<file path="src/rtl/tvt_pkg.sv">
package tvt_pkg;

    typedef enum logic [1:0] {
        S_ARMED  = 2'd0,
        S_WINDOW = 2'd1,
        S_REARM  = 2'd2
    } tvt_state_e;

    typedef enum logic [2:0] {
        T_NONE     = 3'd0,
        T_START    = 3'd1,
        T_BYPASS   = 3'd2,
        T_ACCEPT   = 3'd3,
        T_REJECT   = 3'd4,
        T_REARMED  = 3'd5
    } tvt_trans_e;

endpackage

</file>
<file path="src/rtl/tvt_tick.sv">
// Coarse tick prescaler: one tick every DIV_HI or DIV_LO cycles while running.
module tvt_tick #(
    parameter int DIV_HI = 250,
    parameter int DIV_LO = 125
) (
    input  logic clk,
    input  logic rst_n,
    input  logic clr,
    input  logic run,
    input  logic sel,
    output logic tick
);
    localparam int MAXD = (DIV_HI > DIV_LO) ? DIV_HI : DIV_LO;
    localparam int CW   = (MAXD > 2) ? $clog2(MAXD) : 1;

    logic [CW-1:0] cnt_q;
    logic [CW-1:0] lim_m1;

    assign lim_m1 = sel ? CW'(DIV_HI - 1) : CW'(DIV_LO - 1);
    assign tick   = run && (cnt_q == lim_m1);

    always_ff @(posedge clk) begin
        if (!rst_n) begin
            cnt_q <= '0;
        end else if (clr || tick) begin
            cnt_q <= '0;
        end else if (run) begin
            cnt_q <= cnt_q + 1'b1;
        end
    end
endmodule

</file>
<file path="src/rtl/tvt_lat_cnt.sv">
// Shared tick down-counter for the validation window and the re-arm delay.
module tvt_lat_cnt #(
    parameter int LAT_W = 8
) (
    input  logic             clk,
    input  logic             rst_n,
    input  logic             load,
    input  logic [LAT_W-1:0] load_val,
    input  logic             dec,
    output logic             zero
);
    logic [LAT_W-1:0] cnt_q;

    assign zero = (cnt_q == '0);

    always_ff @(posedge clk) begin
        if (!rst_n) begin
            cnt_q <= '0;
        end else if (load) begin
            cnt_q <= load_val;
        end else if (dec && !zero) begin
            cnt_q <= cnt_q - 1'b1;
        end
    end
endmodule

</file>
<file path="src/rtl/tvt_fsm.sv">
// Validation controller: ARMED -> WINDOW -> (ARMED | REARM -> ARMED).
module tvt_fsm
    import tvt_pkg::*;
(
    input  logic       clk,
    input  logic       rst_n,
    input  logic       mode_en,
    input  logic       ptrig_done,
    input  logic       vrise,
    input  logic       lat_zero,
    output tvt_state_e st,
    output logic       ld,
    output logic       ld_rearm,
    output logic       conv_req,
    output logic       resume,
    output logic       acc,
    output logic       rej
);
    tvt_state_e nxt;
    tvt_trans_e tr;

    always_comb begin
        nxt      = st;
        ld       = 1'b0;
        ld_rearm = 1'b0;
        tr       = T_NONE;
        unique case (st)
            S_ARMED: begin
                if (ptrig_done) begin
                    if (mode_en) begin
                        nxt = S_WINDOW;
                        ld  = 1'b1;
                        tr  = T_START;
                    end else begin
                        tr  = T_BYPASS;
                    end
                end
            end
            S_WINDOW: begin
                if (lat_zero) begin
                    nxt      = S_REARM;
                    ld       = 1'b1;
                    ld_rearm = 1'b1;
                    tr       = T_REJECT;
                end else if (vrise) begin
                    nxt = S_ARMED;
                    tr  = T_ACCEPT;
                end
            end
            S_REARM: begin
                if (lat_zero) begin
                    nxt = S_ARMED;
                    tr  = T_REARMED;
                end
            end
            default: begin
                nxt = S_ARMED;
            end
        endcase
    end

    always_ff @(posedge clk) begin
        if (!rst_n) begin
            st <= S_ARMED;
        end else begin
            st <= nxt;
        end
    end

    always_ff @(posedge clk) begin
        if (!rst_n) begin
            conv_req <= 1'b0;
            resume   <= 1'b0;
            acc      <= 1'b0;
            rej      <= 1'b0;
        end else begin
            conv_req <= (tr == T_ACCEPT) || (tr == T_BYPASS);
            resume   <= (tr == T_REJECT);
            acc      <= (tr == T_ACCEPT);
            rej      <= (tr == T_REJECT);
        end
    end
endmodule

</file>
<file path="src/rtl/trig_valid_timer.sv">
module trig_valid_timer
    import tvt_pkg::*;
#(
    parameter int DIV_HI = 250,
    parameter int DIV_LO = 125,
    parameter int LAT_W  = 8
) (
    input  logic             clk,
    input  logic             rst_n,
    input  logic             mode_en,
    input  logic             freq_sel,
    input  logic             ptrig_done,
    input  logic             gate_in,
    input  logic [LAT_W-1:0] win_lat,
    input  logic [LAT_W-1:0] rearm_lat,
    output logic             conv_req,
    output logic             resume,
    output logic             trig_en,
    output logic             acc_pulse,
    output logic             rej_pulse
);
    localparam logic [LAT_W-1:0] ONE = LAT_W'(1);

    tvt_state_e       st;
    logic             gate_q;
    logic             vrise;
    logic             tick;
    logic             lat_zero;
    logic             ld;
    logic             ld_rearm;
    logic [LAT_W-1:0] rearm_eff;
    logic [LAT_W-1:0] ld_val;

    always_ff @(posedge clk) begin
        if (!rst_n) begin
            gate_q <= 1'b0;
        end else begin
            gate_q <= gate_in;
        end
    end

    assign vrise     = gate_in && !gate_q;
    assign rearm_eff = (rearm_lat == '0) ? ONE : rearm_lat;
    assign ld_val    = ld_rearm ? rearm_eff : win_lat;
    assign trig_en   = mode_en ? (st == S_ARMED) : gate_in;

    tvt_tick #(
        .DIV_HI (DIV_HI),
        .DIV_LO (DIV_LO)
    ) u_tick (
        .clk   (clk),
        .rst_n (rst_n),
        .clr   (ld),
        .run   ((st == S_WINDOW) || (st == S_REARM)),
        .sel   (freq_sel),
        .tick  (tick)
    );

    tvt_lat_cnt #(
        .LAT_W (LAT_W)
    ) u_lat (
        .clk      (clk),
        .rst_n    (rst_n),
        .load     (ld),
        .load_val (ld_val),
        .dec      (tick),
        .zero     (lat_zero)
    );

    tvt_fsm u_fsm (
        .clk        (clk),
        .rst_n      (rst_n),
        .mode_en    (mode_en),
        .ptrig_done (ptrig_done),
        .vrise      (vrise),
        .lat_zero   (lat_zero),
        .st         (st),
        .ld         (ld),
        .ld_rearm   (ld_rearm),
        .conv_req   (conv_req),
        .resume     (resume),
        .acc        (acc_pulse),
        .rej        (rej_pulse)
    );
endmodule

</file>
<file path="config.mk">
export PLATFORM = sky130hd
export DESIGN_NAME = trig_valid_timer
export DESIGN_NICKNAME = d
export VERILOG_FILES = /design/src/rtl/tvt_pkg.sv /design/src/rtl/tvt_tick.sv /design/src/rtl/tvt_lat_cnt.sv /design/src/rtl/tvt_fsm.sv /design/src/rtl/trig_valid_timer.sv
export SDC_FILE = /design/constraint.sdc
export NUM_CORES = 1
export LEC_CHECK = 0
export ABC_AREA = 0
export ABC_CLOCK_PERIOD_IN_PS = 2300
export BUFFER_PORTS_ARGS = -buffer_cell sky130_fd_sc_hd__buf_2
export CORE_ASPECT_RATIO = 1.4
export CORE_MARGIN = 8
export CORE_UTILIZATION = 34
export DETAILED_ROUTE_END_ITERATION = 8
export MAX_ROUTING_LAYER = met4
export PLACE_DENSITY = 0.6
export SYNTH_ARGS = -nofsm -noshare
export SYNTH_HDL_FRONTEND = slang
export SYNTH_SLANG_ARGS = --single-unit
</file>
<file path="constraint.sdc">
create_clock -name clk -period 2.3 [get_ports clk]
set_input_delay 0.46 -clock clk [delete_from_list [all_inputs] [get_ports clk]]
set_output_delay 0.46 -clock clk [all_outputs]
set_load 0.01 [all_outputs]
</file>
Word-level counts from Yosys, hierarchy flattened
Cells that the tools add are included.
W data, S select, Z words.
{"block": "op_classes", "add_sub_neg": 2, "n_eq_ne": 10, "n_mux": 23, "n_bitwise": 1, "reduce_logical": 14}
{"cell": "$mux W8", "n": 5}
{"cell": "$logic_not A8 Y1", "n": 2}
{"cell": "$mux W2", "n": 7}
{"cell": "$mux W3", "n": 3}
{"cell": "$pmux W3 S3", "n": 1}
{"cell": "$add A8 B1 Y8 const B", "n": 1}
{"cell": "$eq A8 B8 Y1", "n": 1}
{"cell": "$sub A8 B1 Y8 const B", "n": 1}
{"cell": "$eq A3 B2 Y1 const B", "n": 2}
{"cell": "$pmux W2 S3", "n": 1}
{"cell": "$mux W1", "n": 5}
{"cell": "$ne A2 B2 Y1 const B", "n": 2}
{"cell": "$reduce_and A4 Y1", "n": 1}
{"cell": "$eq A3 B3 Y1 const B", "n": 1}
{"cell": "$logic_and A1 B1 Y1", "n": 3}
{"cell": "$logic_or A1 B1 Y1", "n": 3}
{"cell": "$ne A3 B1 Y1 const B", "n": 1}
{"cell": "$eq A2 B1 Y1 const B", "n": 1}
{"cell": "$eq A2 B2 Y1 const B", "n": 1}
{"cell": "$logic_not A1 Y1", "n": 2}
{"cell": "$logic_not A2 Y1", "n": 1}
{"cell": "$ne A2 B1 Y1 const B", "n": 1}
{"cell": "$pmux W1 S2", "n": 1}
{"cell": "$reduce_bool A2 Y1", "n": 1}
{"cell": "2 further kinds", "n": 2}
{"block": "word_totals", "ff_bits": 22, "inputBits": 22, "out_inout_bits": 5, "wordCells": 57}

Longest topological paths before layout
Gate-level depths: netlist of run 1.
{"block": "depth", "word_depth": 7, "ltp_mapped": 8, "mapped_depth_nobuf": 7}

Cells and area by module
Synthesis of run 1 repeated with hierarchy kept, for this count alone.
{"block": "hier_totals", "hier_cells": 148, "hier_area_um2": 1357.6}
{"mod": "tvt_lat_cnt", "instances": 1, "cells_per_inst": 58, "area_per_inst_um2": 508.0, "seq_area_each_um2": 160.2}
{"mod": "tvt_tick", "instances": 1, "cells_per_inst": 51, "area_per_inst_um2": 461.7, "seq_area_each_um2": 160.2}
{"mod": "tvt_fsm", "instances": 1, "cells_per_inst": 20, "area_per_inst_um2": 201.4, "seq_area_each_um2": 100.1}
{"mod": "trig_valid_timer", "instances": 1, "cells_per_inst": 19, "area_per_inst_um2": 186.4, "seq_area_each_um2": 20.0}

Least setup slack after synthesis of run 1
OpenSTA, ideal clock, no wires.
{"block": "synth_timing", "path_type": "register to register", "start": "reg u_fsm.st[0]", "end": "reg u_lat.cnt_q[2]", "setup_ns": 0.116, "arrival_time_ns": 1.801, "required_ns": 2.184, "slack_ns": 0.383, "stages_incl_launch_ff": 9, "path_buffers": 1, "synth_period_minus_slack_ns": 1.917, "cell_sequence": "dfxtp_1 > inv_1 > ha_1 > buf_2 > and2b_2 > o2111ai_4 > o211a_4 > a211o_1 > o211a_1"}
{"block": "synth_via", "elab_chain_cells": 5, "word_cells_on_any_way": 11, "classes_between": "eq/ne (2); mux (4); reduce/logical (5)"}
{"element": "start: declaration", "line": "tvt_fsm.sv:11", "source": "output tvt_state_e st,"}
{"element": "start signal: assignment", "line": "tvt_fsm.sv:66", "source": "st <= nxt;"}
{"element": "$eq A2 B1 Y1 / $eq A2 B2 Y1 (equally long branches)", "line": "trig_valid_timer.sv:54", "source": ".run ((st == S_WINDOW) || (st == S_REARM)),"}
{"element": "$logic_or A1 B1 Y1 *", "line": "trig_valid_timer.sv:54"}
{"element": "named net u_tick.run", "line": "tvt_tick.sv:9", "source": "input logic run,"}
{"element": "$logic_and A1 B1 Y1 *", "line": "tvt_tick.sv:20", "source": "assign tick = run && (cnt_q == lim_m1);"}
{"element": "$logic_and A1 B1 Y1 *", "line": "tvt_lat_cnt.sv:21", "source": "end else if (dec && !zero) begin"}
{"element": "$reduce_bool A2 Y1 (no source line) *"}
{"element": "end signal: assignment", "line": "tvt_lat_cnt.sv:20", "source": "cnt_q <= load_val;"}
{"element": "end signal: assignment", "line": "tvt_lat_cnt.sv:22", "source": "cnt_q <= cnt_q - 1'b1;"}
{"element": "end: declaration", "line": "tvt_lat_cnt.sv:12", "source": "logic [LAT_W-1:0] cnt_q;"}
Mark *: on every way through the listed nets, which the timed path passes. The rest lies on a longest branch.
A chain may end at the register's enable or synchronous reset.

Final worst setup path of run 1
Ends and elaborated chain as after synthesis.

==> run_results.csv, run 1 <==
group,metric,value,unit
outcome,outcome,"finished, final reports clean",
sta,slew-limit-headroom,67.4,%
routing,first_iter_violations,57,
yosys,synthCells,157,
finish,n_antenna_cell,0,
routing,drt_wl_total,3.21,mm
power_and_ir_drop,p_leak,0.623,nW
routing,via_per_inst,5.38,
grt,grt_max_degree,16,
finish,drive_gt1_share,25.0,%
sta,hold_viol,0,
routing,vias,1199,
grt,grt_usage,10.8,%
floorplan,die_area,6410,µm²
routing,wl_per_cell,14.4,µm
yosys,synthArstFlopShare,0,%
grt,gr-total-overflow,0,
clocking,numCtsBuffers,3,
floorplan,start_util,35.4,%
sta,fmax,484,MHz
clocking,holdBufCountCts,0,
yosys,syn-num-nets,185,
place,io_buffers,26,
grt,grt_pass1_vias,1285,
critical_path,path_buf_inv,1,
sta,period_needed,2.07,ns
grt,antenna_found_initial,0,
critical_path,slowest_stage,"ha_1",
routing,route.met3.wl,169,µm
critical_path,path_cells,"inv_1 -> ha_1 -> and2b_2 -> o2111ai_4 -> o211a_4 -> a211o_1 -> o211a_1",
sta,finalWorstSetupSlack,0.233,ns
sta,holdWs,0.450,ns
sta,fin_setup_tns,0,ns
floorplan,core_area,3920,µm²
clocking,cts_repair_resize_count,0,
grt,grt_pass1_wl,5.79,mm
critical_path,ff2ff_path_depth,7,
routing,drc,0,
yosys,synth-edff-count,0,
routing,firstDrtPassIters,4,
place,numPlacedInstances,220,
clocking,post_cts_buffers,0,
routing,m1WireLength,1.37,mm
finish,fin_nets,210,
yosys,synth_top_flop_cell,"dfxtp_1",
clocking,worstSkewPairLatency,0.25,ns
power_and_ir_drop,power_density,1180,nW/µm²
hold_path,holdCritPathClass,"input port to flip-flop",
yosys,synth_warnings,0,
critical_path,start_kind,"flip-flop",
yosys,syn-cell-area,1390,µm²
clocking,cts_num_sinks,22,
floorplan,die_w,70.0,µm
sta,setup_viol,0,
clocking,cts.path.max_buffers,2,
finish,utilization,40.1,%
power_and_ir_drop,ir_worst_vdd,0.000698,V
place,dp_hpwl,2.54,mm
clocking,clk_pin_slew,0.07,ns
critical_path,max_stage_delay,0.42,ns
critical_path,critPathCaptureType,"flip-flop",
power_and_ir_drop,fin_total_pwr,1.86,mW
run,cap_violations,0,
routing,wl_met2,1.63,mm
clocking,htreeDepth,1,
sta,finalCritPeriodShare,89.8,%
critical_path,crit_fanout,7,
routing,drtAntennaViolNets,0,
finish,area_growth_syn_to_layout,13.4,%
critical_path,critical_path_class,"flip-flop to flip-flop",
critical_path,required,2.45,ns
finish,fill_cells,418,
place,postPlaceCellArea,1530,µm²
floorplan,die_h,91.6,µm
yosys,ys_ff_latch,22,
critical_path,arrival,2.22,ns
critical_path,crit_family,"compound AO/OA/AOI/OAI gates",
critical_path,cp.depth,7,
sta,maxSlewViolCount,0,
sta,rsz0062_at_grt,"false",
place,globalplace.congestion,0.820,
yosys,avgSynthCellArea,8.83,µm²
yosys,synth_seq_area_share,31.8,%
sta,skew,0.00145,ns
yosys,synth.distinct_cells,55,
finish,postLayoutCellArea,1570,µm²
clocking,ctsRootBufferMaster,"clkbuf_8",
clocking,tritoncts,"built",
place,pre_cts_ws,0.241,ns
hold_path,whs_path_depth,2,
floorplan,ios,27,
finish,final_cells,223,
sta,max_slew.worst_pin.slew,0.484,ns
routing,top_layer,"met4",
floorplan,rows,27,
## logic make-up after synthesis
group,after synthesis,share of synthesized area (%)
buf+inv,12,4.69
mux,3,2.26
compound gates,37,21.6
flops,22,31.8
fa+ha+maj,6,5.42
simple gates,67,28.0
xor+xnor,10,6.32
## area by class of cell
type                       count  area [µm²]  share of cell area [%]
timing repair buffer          27         138                    8.75
clock buffer                   3        41.3                    2.63
inverter                       5        18.8                    1.19
multi-input combinational    123         881                    56.0
sequential                    22         440                    28.0
tap                           43        53.8                    3.42
## per-layer routing
| metal | track usage (%) | up-vias |
|---|---|---|
| met5 | - | - |
| met4 | 3.70 | 0 |
| met3 | 3.16 | 4 |
| met2 | 19.3 | 26 |
| met1 | 11.0 | 556 |
| li1 | - | 613 |
## cell usage in the layout (no fill, tap or decap), types with 2 or more instances in the layout
cell,n
buf_2,26
mux2i_1,2
clkbuf_8,3
ha_1,6
dfxtp_1,22
nor4_1,3
a21boi_1,2
a31oi_1,2
xnor2_1,6
o21ai_0,7
nand4_1,4
nor2b_1,2
nand2b_1,3
nor3_1,2
a21oi_1,5
nor2_1,16
a211o_1,2
inv_1,5
nand2_1,20
a2bb2oi_1,2
xor2_1,4
o211ai_1,4
## final timing paths
| check | startpoint | endpoint | slack, ns |
|---|---|---|---|
| worst min-delay path | gate_in | gate_q$_SDFF_PN0_ | 0.45 |
| worst min register to register | gate_q$_SDFF_PN0_ | u_fsm.acc$_SDFF_PN0_ | 0.51 |
| worst max-delay path | u_fsm.st[0]$_SDFFE_PN0P_ | u_lat.cnt_q[2]$_SDFFE_PN0P_ | 0.23 |
| worst max register to register | u_fsm.st[0]$_SDFFE_PN0P_ | u_lat.cnt_q[2]$_SDFFE_PN0P_ | 0.23 |
## state kept, by name (all words and copies together) (netlist names)
signal and flops:
u_fsm.acc 1, u_tick.cnt_q 8, gate_q 1, u_fsm.st 2, u_fsm.conv_req 1, u_lat.cnt_q 8, u_fsm.rej 1
## where the power goes
group | total, mW | internal [mW] | leakage [nW] | switching [mW]
clock | 0.225 | 0.116 | 0.0216 | 0.108
sequential | 0.588 | 0.475 | 0.179 | 0.113
combinational | 1.05 | 0.477 | 0.422 | 0.573
## Yosys cell counts, types with 2 or more instances
| master | instances | share of area [%] |
|---|---|---|
| dfxtp_1 | 22 | 32 |
| ha_1 | 6 | 5.4 |
| o21ai_0 | 7 | 2.5 |
| mux2i_1 | 2 | 1.4 |
| a31oi_1 | 2 | 0.90 |
| clkbuf_1 | 2 | 0.54 |
| a2bb2oi_1 | 2 | 1.3 |
| nor2_1 | 16 | 4.3 |
| xor2_1 | 4 | 2.5 |
| a21boi_1 | 2 | 1.1 |
| a21oi_1 | 5 | 1.8 |
| nor3_1 | 2 | 0.72 |
| buf_2 | 2 | 0.72 |
| buf_4 | 2 | 1.1 |
| nor2b_1 | 2 | 0.90 |
| nand4_1 | 4 | 1.8 |
| a211o_1 | 2 | 1.3 |
| xnor2_1 | 6 | 3.8 |
| nand2b_1 | 3 | 1.4 |
| nand2_1 | 20 | 5.4 |
| inv_1 | 5 | 1.4 |
| nor4_1 | 3 | 1.4 |
| o211ai_1 | 4 | 2.2 |
Note: power is estimated with default switching activity, not from simulation.
==> run 2, diff against run 1 <==
--- a/config.mk
+++ b/config.mk
@@ -12,7 +12,6 @@
 export CORE_MARGIN = 8
 export CORE_UTILIZATION = 34
 export DETAILED_ROUTE_END_ITERATION = 8
-export MAX_ROUTING_LAYER = met4
 export PLACE_DENSITY = 0.6
 export SYNTH_ARGS = -nofsm -noshare
 export SYNTH_HDL_FRONTEND = slang
==> run 2 against run 1 <==
Against the previous run:
- critical path depth unchanged
- non-clock buffer count unchanged
- count of clock-buffer cells in the layout stayed put
- via count unchanged
- global-route usage down 0.30 points
- largest power group unchanged
- die area stayed put
- sequential share of layout area unchanged
- total power did not move
- core utilization did not move
==> run_results.csv, run 2 (synthesis results as in run 1) <==
group,metric,value,unit
sta,fin_setup_tns,0,ns
clocking,cts_num_sinks,22,
sta,hold_viol,0,
sta,rsz0062_at_grt,"false",
sta,slew-limit-headroom,67.4,%
run,cap_violations,0,
floorplan,ios,27,
sta,finalCritPeriodShare,89.8,%
sta,finalWorstSetupSlack,0.233,ns
routing,drtAntennaViolNets,0,
finish,layout_commonest_cell,"buf_2",
clocking,post_cts_buffers,0,
grt,grt_usage,10.5,%
grt,grt_pass1_vias,1284,
routing,firstDrtPassIters,4,
critical_path,arrival,2.22,ns
finish,area_growth_syn_to_layout,13.4,%
floorplan,die_h,91.6,µm
clocking,ctsRootBufferMaster,"clkbuf_8",
critical_path,critical_path_class,"flip-flop to flip-flop",
grt,gr-total-overflow,0,
sta,setup_viol,0,
finish,n_antenna_cell,0,
sta,period_needed,2.07,ns
clocking,tritoncts,"built",
grt,use_met3,3.16,%
critical_path,required,2.45,ns
critical_path,crit_fanout,7,
sta,max_slew.worst_pin.slew,0.484,ns
floorplan,rows,27,
critical_path,r2r_slack,0.23,ns
routing,first_iter_violations,57,
routing,drt_wl_total,3.21,mm
grt,grt.busiest_layer,"met2",
finish,layout_common_cells,"buf_2, dfxtp_1, nand2_1, nor2_1, o21ai_0",
floorplan,start_util,35.4,%
finish,fin_nets,210,
critical_path,start_kind,"flip-flop",
clocking,htreeDepth,1,
routing,vias,1199,
power_and_ir_drop,p_leak,0.623,nW
floorplan,core_area,3920,µm²
clocking,cts.path.max_buffers,2,
outcome,outcome,"finished, final reports clean",
finish,fill_cells,418,
grt,met1_usage,11.0,%
clocking,numCtsBuffers,3,
sta,skew,0.00145,ns
hold_path,holdCritPathClass,"input port to flip-flop",
critical_path,critPathCaptureType,"flip-flop",
finish,drive_gt1_share,25.0,%
power_and_ir_drop,power_density,1180,nW/µm²
grt,antenna_found_initial,0,
place,pre_cts_ws,0.241,ns
place,globalplace.congestion,0.808,
finish,top_regs,"u_lat.cnt_q x8, u_tick.cnt_q x8, u_fsm.st x2",
power_and_ir_drop,ir_worst_vdd,0.000698,V
place,io_buffers,26,
routing,wl_per_cell,14.4,µm
floorplan,die_area,6410,µm²
grt,grt_max_degree,16,
routing,via_per_inst,5.38,
grt,grt_pass1_wl,5.78,mm
sta,fmax,484,MHz
clocking,worstSkewPairLatency,0.25,ns
place,dp_hpwl,2.54,mm
floorplan,die_w,70.0,µm
grt,use_met2,19.3,%
clocking,holdBufCountCts,0,
clocking,cts_repair_resize_count,0,
routing,drc,0,
clocking,clk_pin_slew,0.07,ns
sta,maxSlewViolCount,0,
[run 2: cell counts in the layout (fill, tap and decap cells not counted)]
No cell type changed its count.
[run 2: per-layer routing]
layer	vias up	share of wire [%]
li1	613	-
met2	26	51
met3	4	5.3
met5	-	0
met4	0	1.1
met1	556	43
[run 2: worst paths after layout]
path                            start                           to  cells after the start
max          u_fsm.st[0]$_SDFFE_PN0P_  u_lat.cnt_q[2]$_SDFFE_PN0P_                      7
max reg2reg  u_fsm.st[0]$_SDFFE_PN0P_  u_lat.cnt_q[2]$_SDFFE_PN0P_                      7
min                           gate_in            gate_q$_SDFF_PN0_                      2
min reg2reg         gate_q$_SDFF_PN0_         u_fsm.acc$_SDFF_PN0_                      2
[run 2: layout make-up]
cell class	instances	area [µm²]	share of cell area, %
repair buffers	27	138	8.75
inverters	5	18.8	1.19
well taps	43	53.8	3.42
clock buffers	3	41.3	2.63
multi-input cells	123	881	56.0
flip-flops and latches	22	440	28.0
[run 2: where the power goes]
group          switching [mW]  internal (mW)  total (mW)
Sequential              0.113          0.475       0.588
Combinational           0.573          0.477        1.05
Clock                   0.108          0.116       0.225
Total                   0.795           1.07        1.86
[run 2: worst max-delay path, cell delays in order, from the launching register on]
cell,delay [ns]
dfxtp_1,0.38
inv_1,0.08
ha_1,0.42
and2b_2,0.21
o2111ai_4,0.17
o211a_4,0.32
a211o_1,0.27
o211a_1,0.12
[run 2: through the flow]
stage	hold WS, ns	total power, mW	utilization [%]	std cells	area, µm²
floorplan	0.465	1.42	-	157	1390
CTS	0.449	1.89	40.1	223	1570
detailed placement	0.495	1.65	39.1	220	1530
global placement	0.493	1.66	39.1	220	1530
finish	0.450	1.86	40.1	223	1570
global route	0.455	2.05	40.1	223	1570
==> run 3, diff against run 2 <==
--- a/config.mk
+++ b/config.mk
@@ -8,11 +8,13 @@
 export ABC_AREA = 0
 export ABC_CLOCK_PERIOD_IN_PS = 2300
 export BUFFER_PORTS_ARGS = -buffer_cell sky130_fd_sc_hd__buf_2
+export CELL_PAD_IN_SITES_DETAIL_PLACEMENT = 2
+export CELL_PAD_IN_SITES_GLOBAL_PLACEMENT = 2
 export CORE_ASPECT_RATIO = 1.4
 export CORE_MARGIN = 8
-export CORE_UTILIZATION = 34
+export CORE_UTILIZATION = 32
 export DETAILED_ROUTE_END_ITERATION = 8
-export PLACE_DENSITY = 0.6
+export PLACE_DENSITY = 0.83
 export SYNTH_ARGS = -nofsm -noshare
 export SYNTH_HDL_FRONTEND = slang
 export SYNTH_SLANG_ARGS = --single-unit
==> run 3 against run 2 <==
Against the previous run:
- cell area grew 2.5%
- wire length up 29%
- maximum frequency shrank 3.3%
- worst hold slack worse by 0.0078 ns
- count of clock-buffer cells in the layout did not move
- largest power group unchanged
- clock skew hardly changed
- cell count grew 1.8%
- highest routed layer unchanged
- worst setup slack worse by 0.071 ns
==> run_results.csv, run 3 (synthesis results as in run 1) <==
group,metric,value,unit
routing,drtAntennaViolNets,0,
finish,postLayoutCellArea,1610,µm²
critical_path,start_kind,"flip-flop",
routing,firstDrtPassIters,4,
sta,period_needed,2.14,ns
grt,grt_usage,12.9,%
finish,utilization,38.4,%
clocking,holdBufCountCts,0,
grt,gr-total-overflow,0,
floorplan,die_area,6720,µm²
floorplan,core_area,4200,µm²
clocking,numCtsBuffers,3,
routing,vias,1274,
critical_path,crit_path_end,"u_lat.cnt_q[1]$_SDFFE_PN0P_",
floorplan,die_w,71.6,µm
clocking,tritoncts,"built",
place,numPlacedInstances,222,
critical_path,critPathCaptureType,"flip-flop",
finish,area_growth_syn_to_layout,16.3,%
finish,layout_commonest_cell,"buf_2",
sta,fin_setup_tns,0,ns
sta,maxSlewViolCount,0,
outcome,outcome,"finished, final reports clean",
critical_path,arrival,2.32,ns
place,pre_cts_ws,0.209,ns
floorplan,rows,28,
critical_path,ff2ff_path_depth,7,
power_and_ir_drop,fin_total_pwr,2.05,mW
routing,wl_per_cell,18.2,µm
power_and_ir_drop,power_density,1270,nW/µm²
critical_path,regToRegStartpoint,"u_fsm.st[1]$_SDFFE_PN0P_",
finish,regArea,440,µm²
clocking,htreeDepth,1,
clocking,cts_num_sinks,22,
run,cap_violations,0,
grt,grt_pass1_wl,6.92,mm
sta,holdWs,0.443,ns
sta,finalCritPeriodShare,92.9,%
finish,n_antenna_cell,0,
sta,fmax,468,MHz
floorplan,die_h,93.9,µm
critical_path,r2r_slack,0.16,ns
routing,first_iter_violations,25,
clocking,post_cts_buffers,0,
finish,multiInputGateArea,881,µm²
sta,setup_viol,0,
finish,top_regs,"u_lat.cnt_q x8, u_tick.cnt_q x8, u_fsm.st x2",
place,postPlaceCellArea,1530,µm²
critical_path,r2r-end,"u_lat.cnt_q[1]$_SDFFE_PN0P_",
critical_path,crit_start,"u_fsm.st[1]$_SDFFE_PN0P_",
clocking,worstSkewPairLatency,0.27,ns
clocking,cts_repair_resize_count,0,
sta,skew,0.00134,ns
critical_path,critical_path_class,"flip-flop to flip-flop",
sta,hold_viol,0,
clocking,cts.path.max_buffers,2,
finish,final_cells,227,
sta,finalWorstSetupSlack,0.163,ns
place,dp_hpwl,3.27,mm
sta,rsz0062_at_grt,"false",
floorplan,start_util,33.0,%
place,io_buffers,26,
power_and_ir_drop,p_leak,0.642,nW
place,globalplace.congestion,0.761,
grt,grt_pass1_vias,1457,
critical_path,crit_fanout,10,
finish,layout_common_cells,"buf_2, dfxtp_1, nand2_1, nor2_1, o21ai_0",
critical_path,required,2.49,ns
routing,drc,0,
finish,fill_cells,488,
finish,fin_nets,211,
sta,max_slew.worst_pin.slew,0.525,ns
floorplan,ios,27,
clocking,ctsRootBufferMaster,"clkbuf_8",
grt,antenna_found_initial,0,
finish,drive_gt1_share,25.8,%
power_and_ir_drop,ir_worst_vdd,0.000370,V
hold_path,holdCritPathClass,"input port to flip-flop",
routing,via_per_inst,5.61,
grt,grt_max_degree,16,
clocking,clk_pin_slew,0.09,ns
routing,drt_wl_total,4.14,mm
sta,slew-limit-headroom,64.9,%
-- run 3: cell count changes in the layout (fill, tap and decap cells not counted) --
cell       before  now
buf_4           1    2
bufinv_16       0    1
-- run 3: worst min path at each step --
| stage | slack, ns | cells past startpoint | to | start |
|---|---|---|---|---|
| floorplan | 0.46 | 2 | u_lat.cnt_q[1]$_SDFFE_PN0P_ | u_lat.cnt_q[1]$_SDFFE_PN0P_ |
| global placement | 0.50 | 2 | u_lat.cnt_q[1]$_SDFFE_PN0P_ | u_lat.cnt_q[1]$_SDFFE_PN0P_ |
| detailed placement | 0.53 | 2 | u_lat.cnt_q[7]$_SDFFE_PN0P_ | u_lat.cnt_q[7]$_SDFFE_PN0P_ |
| CTS | 0.44 | 2 | gate_q$_SDFF_PN0_ | gate_in |
| global route | 0.45 | 2 | gate_q$_SDFF_PN0_ | gate_in |
| finish | 0.44 | 2 | gate_q$_SDFF_PN0_ | gate_in |
-- run 3: per-layer routing --
metal | GRT usage (%) | vias up | routed length [µm]
li1 | - | 621 | -
met1 | 12.0 | 629 | 1530
met3 | 2.88 | 6 | 139
met2 | 26.3 | 18 | 2410
met4 | 4.27 | 0 | 70
met5 | 0 | - | 0
-- run 3: power breakdown --
group	switching (mW)	total (mW)	internal (mW)	leakage, nW
Sequential	0.116	0.591	0.475	0.179
Combinational	0.609	1.09	0.483	0.427
Clock	0.138	0.371	0.233	0.0357
Total	0.863	2.05	1.19	0.642
-- run 3: final cells by class --
type	count	share of cell area [%]
Inverter	5	1.16
Clock buffer	3	2.56
Timing Repair Buffer	28	9.00
Tap cell	45	3.49
Sequential cell	22	27.3
Clock inverter	1	1.86
Multi-Input combinational cell	123	54.6
-- run 3: worst max-delay path: stages, from the launching register on --
cell	delay [ns]
dfxtp_1	0.39
inv_1	0.09
ha_1	0.43
and2b_2	0.22
o2111ai_4	0.18
o211ai_4	0.37
o211ai_1	0.15
a21boi_0	0.22
